===== src/rtl/spi_presc_pkg.sv =====
package spi_presc_pkg;

  typedef enum logic {
    PRESC_COMPACT  = 1'b0,
    PRESC_WIDE     = 1'b1
  } presc_variant_e;

  // Field layout (fixed by the decode rules)
  localparam int PRESC_FIELD_W = 8;
  localparam int PRESC_LIN_W   = 4;
  localparam int PRESC_EXP_W   = 3;
  localparam int PRESC_CODE_W  = 5;

  // Largest divisor needs LIN_W bits shifted by up to 2^EXP_W-1 places
  localparam int PRESC_DIV_W   = PRESC_LIN_W + (1 << PRESC_EXP_W) - 1;

  // Compact decoding limits
  localparam int PRESC_CODE_BASE = 16;
  localparam int PRESC_CODE_MIN  = 18;
  localparam int PRESC_MIN_DIV   = 2;

endpackage


===== src/rtl/presc_decode.sv =====
module presc_decode
  import spi_presc_pkg::*;
#(
  parameter presc_variant_e VARIANT = PRESC_WIDE,
  parameter int FIELD_W = PRESC_FIELD_W,
  parameter int DIV_W   = PRESC_DIV_W
) (
  input  logic [FIELD_W-1:0] field,
  output logic [DIV_W-1:0]   divisor
);

  generate
    if (VARIANT == PRESC_WIDE) begin : g_wide
      logic [PRESC_LIN_W-1:0] lin;
      logic [PRESC_LIN_W-1:0] lin_eff;
      logic [PRESC_EXP_W-1:0] expo;

      always_comb begin
        lin     = field[PRESC_LIN_W-1:0];
        // a zero factor behaves as one so the divider never stalls
        lin_eff = (lin == '0) ? PRESC_LIN_W'(1) : lin;
        // exponent bit 0 sits at bit 4, bits 2:1 at bits 7:6
        expo    = {field[7:6], field[4]};
        divisor = DIV_W'(lin_eff) << expo;
      end
    end else begin : g_compact
      logic [PRESC_CODE_W-1:0] code;

      always_comb begin
        code = field[PRESC_CODE_W-1:0];
        if (code < PRESC_CODE_W'(PRESC_CODE_MIN)) begin
          divisor = DIV_W'(4);                         // clamp
        end else begin
          divisor = DIV_W'(2 * (int'(code) - PRESC_CODE_BASE));
        end
      end
    end
  endgenerate

endmodule


===== src/rtl/presc_split.sv =====
module presc_split
  import spi_presc_pkg::*;
#(
  parameter int DIV_W = PRESC_DIV_W
) (
  input  logic [DIV_W-1:0] divisor,
  output logic [DIV_W-1:0] lo_len,
  output logic [DIV_W-1:0] hi_len
);

  logic [DIV_W-1:0] div_eff;
  logic [DIV_W:0]   div_up;

  always_comb begin
    // divisor 1 cannot be split into two halves; run it at 2
    div_eff = (divisor < DIV_W'(PRESC_MIN_DIV)) ? DIV_W'(PRESC_MIN_DIV) : divisor;
    div_up  = {1'b0, div_eff} + (DIV_W+1)'(1);
    lo_len  = div_eff >> 1;                 // floor(N/2)
    hi_len  = div_up[DIV_W:1];              // ceil(N/2)
  end

endmodule


===== src/rtl/presc_phase_gen.sv =====
module presc_phase_gen
  import spi_presc_pkg::*;
#(
  parameter int DIV_W = PRESC_DIV_W
) (
  input  logic             clk,
  input  logic             rst_n,
  input  logic             run,
  input  logic [DIV_W-1:0] lo_len,
  input  logic [DIV_W-1:0] hi_len,
  output logic             phase,
  output logic             lead,
  output logic             trail
);

  logic [DIV_W-1:0] cnt;
  logic [DIV_W-1:0] cur_len;
  logic             last;

  always_comb begin
    cur_len = phase ? hi_len : lo_len;
    last    = run && (cnt == cur_len - DIV_W'(1));
    lead    = last && !phase;
    trail   = last && phase;
  end

  always_ff @(posedge clk) begin
    if (!rst_n) begin
      cnt   <= '0;
      phase <= 1'b0;
    end else if (!run) begin
      cnt   <= '0;
      phase <= 1'b0;
    end else if (last) begin
      cnt   <= '0;
      phase <= ~phase;
    end else begin
      cnt   <= cnt + DIV_W'(1);
    end
  end

  a_r7_idle_quiet: assert property (@(posedge clk) disable iff (!rst_n)
    !run |-> (!lead && !trail));

  a_r7_idle_phase_low: assert property (@(posedge clk) disable iff (!rst_n)
    !run |=> !phase);

  a_r6_lead_enters_high: assert property (@(posedge clk) disable iff (!rst_n)
    lead |=> phase);

  a_r6_trail_enters_low: assert property (@(posedge clk) disable iff (!rst_n)
    trail |=> !phase);

  a_r6_count_bound: assert property (@(posedge clk) disable iff (!rst_n)
    cnt < cur_len);

  a_r6_phase_holds: assert property (@(posedge clk) disable iff (!rst_n)
    (run && !last) |=> $stable(phase));

endmodule


===== src/rtl/spi_sck_prescaler.sv =====
module spi_sck_prescaler
  import spi_presc_pkg::*;
#(
  parameter presc_variant_e VARIANT = PRESC_WIDE,
  parameter int FIELD_W = PRESC_FIELD_W
) (
  input  logic               clk,
  input  logic               rst_n,
  input  logic [FIELD_W-1:0] prescale_field,
  input  logic               run,
  output logic               sck_phase,
  output logic               lead_tick,
  output logic               trail_tick,
  output logic               sck_edge
);

  localparam int DIV_W = PRESC_DIV_W;
  localparam int MAX_WIDE_DIV = ((1 << PRESC_LIN_W) - 1) << ((1 << PRESC_EXP_W) - 1);

  logic [DIV_W-1:0] divisor;
  logic [DIV_W-1:0] lo_d, hi_d;
  logic [DIV_W-1:0] lo_q, hi_q;

  presc_decode #(
    .VARIANT (VARIANT),
    .FIELD_W (FIELD_W),
    .DIV_W   (DIV_W)
  ) u_decode (
    .field   (prescale_field),
    .divisor (divisor)
  );

  presc_split #(
    .DIV_W   (DIV_W)
  ) u_split (
    .divisor (divisor),
    .lo_len  (lo_d),
    .hi_len  (hi_d)
  );

  // setting captured only while the clock is stopped
  always_ff @(posedge clk) begin
    if (!rst_n) begin
      lo_q <= DIV_W'(2);
      hi_q <= DIV_W'(2);
    end else if (!run) begin
      lo_q <= lo_d;
      hi_q <= hi_d;
    end
  end

  presc_phase_gen #(
    .DIV_W  (DIV_W)
  ) u_phase (
    .clk    (clk),
    .rst_n  (rst_n),
    .run    (run),
    .lo_len (lo_q),
    .hi_len (hi_q),
    .phase  (sck_phase),
    .lead   (lead_tick),
    .trail  (trail_tick)
  );

  assign sck_edge = lead_tick | trail_tick;

  generate
    if (VARIANT == PRESC_WIDE) begin : g_chk_wide
      a_r3_div_range: assert property (@(posedge clk) disable iff (!rst_n)
        (divisor != '0) && (divisor <= DIV_W'(MAX_WIDE_DIV)));
    end else begin : g_chk_compact
      a_r1_div_range: assert property (@(posedge clk) disable iff (!rst_n)
        !divisor[0] && (divisor >= DIV_W'(4)) && (divisor <= DIV_W'(30)));
    end
  endgenerate

  a_r8_setting_held: assert property (@(posedge clk) disable iff (!rst_n)
    (run && $past(run)) |-> ($stable(lo_q) && $stable(hi_q)));

  a_r6_halves_balanced: assert property (@(posedge clk) disable iff (!rst_n)
    (lo_q != '0) && (hi_q >= lo_q) && ((hi_q - lo_q) <= DIV_W'(1)));

  a_r9_edges_exclusive: assert property (@(posedge clk) disable iff (!rst_n)
    !(lead_tick && trail_tick));

  a_r10_reset_quiet: assert property (@(posedge clk)
    !rst_n |=> (!sck_phase && !sck_edge));

endmodule


===== config.mk =====
export PLATFORM = sky130hd
export DESIGN_NAME = spi_sck_prescaler
export DESIGN_NICKNAME = d
export VERILOG_FILES = /design/src/rtl/spi_presc_pkg.sv /design/src/rtl/presc_decode.sv /design/src/rtl/presc_split.sv /design/src/rtl/presc_phase_gen.sv /design/src/rtl/spi_sck_prescaler.sv
export SDC_FILE = /design/constraint.sdc
export NUM_CORES = 1
export LEC_CHECK = 0
export BUFFER_PORTS_ARGS = -buffer_cell sky130_fd_sc_hd__buf_2
export CAP_MARGIN = 20
export CORE_AREA = 2 2 73 75
export DETAILED_ROUTE_END_ITERATION = 10
export DIE_AREA = 0 0 75 77
export HOLD_SLACK_MARGIN = 0.06
export PLACE_DENSITY = 0.73
export SYNTH_ARGS = -nofsm -noshare
export SYNTH_HDL_FRONTEND = slang
export SYNTH_HIERARCHICAL = 1
export SYNTH_SLANG_ARGS = --single-unit
export TNS_END_PERCENT = 1

===== constraint.sdc =====
create_clock -name clk -period 3.8 [get_ports clk]
set_clock_uncertainty 0.1 [all_clocks]
set_input_delay 1.14 -clock clk [delete_from_list [all_inputs] [get_ports clk]]
set_output_delay 1.14 -clock clk [all_outputs]
set_load 0.01 [all_outputs]

==> flow_summary.json <==
{
  "status": "complete, but fails checks",
  "violations": "negative setup slack",
  "postRouteAntennaNets": 0,
  "cts.htree.levels": 2,
  "gr-usage-met1_pct": 24.29,
  "crit_path_max_fanout": 5,
  "timing.final.crit_period_ns": 3.861,
  "cts_tree": "done",
  "hold_depth": 2,
  "grt-busiest-layer": "met2",
  "wirelength_um": 5247,
  "yosysWarningCount": 6,
  "gr-usage-met2_pct": 31.67,
  "grt_overflow_total": 0,
  "num_vias": 2016,
  "ctsHoldBuffers": 0,
  "yosysUniqueCellTypes": 54,
  "chipWidth_um": 75,
  "cp.required_ns": 2.56,
  "cp_num_cells": 10,
  "whs_ns": 0.4079,
  "root_buffer": "clkbuf_8",
  "grt_pass1_vias": 1945,
  "clkPwrFrac_pct": 37.9,
  "ios": 15,
  "place_congestion": 0.8380,
  "antenna_found_initial": 0,
  "fmax_ghz": 0.2590,
  "dieArea_um2": 5775,
  "vdd_drop_max_v": 0.0001425,
  "critPathKind": "register to output port",
  "startpoint_type": "register",
  "synth_area_um2": 2419,
  "drive_gt1_share_pct": 22.56,
  "placedCellCount": 351,
  "track_usage_pct": 19.72,
  "die_h_um": 77,
  "cts-buffers-inserted": 5,
  "r2r_cells": 9,
  "crit_chain": "buf_6 -> or3_4 -> and2_4 -> or3b_4 -> xnor2_2 -> nor4_2 -> nand2_1 -> nor2_2 -> or2_2 -> buf_6",
  "grt_pass1_wl_um": 8845,
  "rrSetupSlack_ns": 0.90,
  "initial_core_util_pct": 48.59,
  "finalCritPeriodShare_pct": 101.6,
  "dp_hpwl_um": 3623,
  "critPathMaxStageDelay_ns": 0.38,
  "antennaDiodeCount": 0,
  "insertion_delay_ns": 0.30,
  "finalHoldViolations": 0,
  "synth.yosys.seq_area_share_pct": 28.14,
  "clockBufferDepth": 2,
  "final_common_cell": "dfxtp_1",
  "clock-sinks": 34,
  "viasPerCell": 5.493,
  "portBuffers": 13,
  "ys_ff_latch": 34,
  "clkTransAtPathRegs_ns": 0.08,
  "arrival_ns": 2.62,
  "synthCells": 280,
  "cellPowerDensity_nw_per_um2": 329.8,
  "swShare_pct": 26.99,
  "final_nets": 311,
  "avgRoutedWirePerCell_um": 14.30,
  "rows": 26,
  "hold_path.class": "register to register",
  "p_int_mw": 0.6682,
  "sequentialPowerShare_pct": 41.8,
  "drc": 0,
  "cp_slowest_cell": "dfxtp_4",
  "path_common_cell": "buf_6",
  "critPathTopFamily": "simple AND/OR/NAND/NOR gates",
  "drv_cap": 0,
  "syn_area_per_cell_um2": 8.638,
  "switching_power_mw": 0.2471,
  "syn-num-nets": 294,
  "rsz0062_at_grt": "true",
  "layout_common_cells": "dfxtp_1 (33), mux2i_1 (31), nor2b_1 (21), nor2_1 (18), buf_4 (16)",
  "p_comb_share_pct": 20.3,
  "finalNonFillerCells": 367,
  "setup_viol": 1,
  "first_pass_iters": 5,
  "drtIter0Drc": 103,
  "crit_path_end_kind": "output port",
  "areaGrowthSynthToFinish_pct": 14.74,
  "setup_slack_ns": -0.06147,
  "met3_usage_pct": 4.993,
  "grt_max_degree": 24,
  "p_leak_nw": 1.091,
  "final-max-slew-violation-count": 0,
  "critPathBufInv": 2,
  "core-area_um2": 4977
}
[registers in the layout, indices dropped and copies added, names as in the netlist]
name / cells
u_phase/phase: 1
u_phase/cnt: 11
lo_q: 11
hi_q: 11
[stage by stage]
step / setup slack (ns) / cell area [µm²] / TNS [ns] / total power [mW] / utilization, %
after floorplan: 0.03448 / 2429 / 0 / 0.5178 / -
after global placement: 0.1283 / 2505 / 0 / 0.5438 / 50.33
after detailed placement: 0.1264 / 2505 / 0 / 0.5488 / 50.33
after CTS: 0.01654 / 2744 / 0 / 0.9113 / 55.13
after global routing: -0.1448 / 2775 / -0.2292 / 0.9546 / 55.76
final: -0.06147 / 2775 / -0.06147 / 0.9153 / 55.76
[area by class of cell]
| type | instances | area, µm² |
|---|---|---|
| flip-flops and latches | 34 | 684.4 |
| clock buffers | 6 | 82.58 |
| fillers | 448 | 2202 |
| repair buffers | 33 | 236.5 |
| clock inverters | 1 | 30.03 |
| well taps | 70 | 87.58 |
| inverters | 4 | 15.01 |
| multi-input cells | 219 | 1639 |
[worst paths after layout]
check	from	end
worst max register to register	u_phase/phase	u_phase/cnt[9]
worst max-delay path	u_phase/phase	sck_edge
worst min register to register	u_phase/cnt[10]	u_phase/cnt[10]
worst min-delay path	u_phase/cnt[10]	u_phase/cnt[10]
[logic make-up (layout without fill, tap and decap cells)]
kind of cell               count (synthesis)  after routing  share of synthesized area, %
DFF                                       34             34                         28.14
buffers and inverters                     27             44                         6.983
AOI/OAI and AO/OA                         33             33                         10.19
muxes                                     35             35                         15.05
other                                      1              1                        0.1551
xor gates and xnor gates                  28             28                         10.14
adders and majority gates                  3              3                         1.552
and+or+nand+nor                          119            119                         27.78
[repair_timing]
action	4_1_cts	5_1_grt
setup buffers	8	1
gates resized for setup	17	5
gates cloned	0	0
pin swaps	9	1
endpoints found under the setup margin	3	3
[worst min-delay path, stage by stage (launching register included)]
cell and delay, ns:
dfxtp_1 0.33, o21ai_0 0.07, a21oi_1 0.06
[synth_stat cells (all sizes together)]
master | number | area, µm²
mux2 | 2 | 30.03
or4b | 1 | 10.01
xor2 | 12 | 105.1
and3b | 2 | 17.52
o21ai | 7 | 46.29
nor4b | 1 | 8.760
o311a | 1 | 10.01
a21oi | 5 | 25.02
dfxtp | 34 | 680.7
xnor2 | 16 | 140.1
or3b | 2 | 17.52
nand4 | 3 | 18.77
buf | 11 | 108.9
and4 | 2 | 17.52
mux2i | 33 | 334.1
or4 | 2 | 22.52
o31ai | 3 | 27.52
a31oi | 3 | 18.77
and3 | 8 | 50.05
nand3b | 1 | 7.510
nor2 | 20 | 75.07
clkbuf | 12 | 45.04
and2 | 3 | 18.77
inv | 4 | 15.01
a21o | 2 | 15.01
ha | 3 | 37.54
nor2b | 21 | 131.4
nand2 | 16 | 60.06
or3 | 3 | 18.77
nor3 | 12 | 71.32
conb | 1 | 3.750
a211oi | 5 | 37.54
or2 | 3 | 18.77
o211ai | 2 | 15.01
nor4 | 5 | 31.28
o22ai | 1 | 6.260
nand3 | 12 | 60.06
o21a | 1 | 7.510
nor4bb | 1 | 10.01
a22oi | 2 | 28.78
a2111oi | 1 | 8.760
nand2b | 1 | 6.260
[power by group through the flow]
stage | registers, mW | clock network (mW) | logic (mW)
after floorplan | 0.386 | 0 | 0.132
after global placement | 0.389 | 0 | 0.155
after detailed placement | 0.390 | 0 | 0.159
after CTS | 0.382 | 0.353 | 0.176
after global routing | 0.384 | 0.368 | 0.202
final | 0.383 | 0.347 | 0.186
[routing by layer]
layer | up-vias | routed length [µm]
met2 | 58 | 2518
met1 | 926 | 2310
met5 | - | 0
met3 | 13 | 272
met4 | 0 | 146
li1 | 1019 | -
Note: power is estimated with default switching activity, not from simulation.
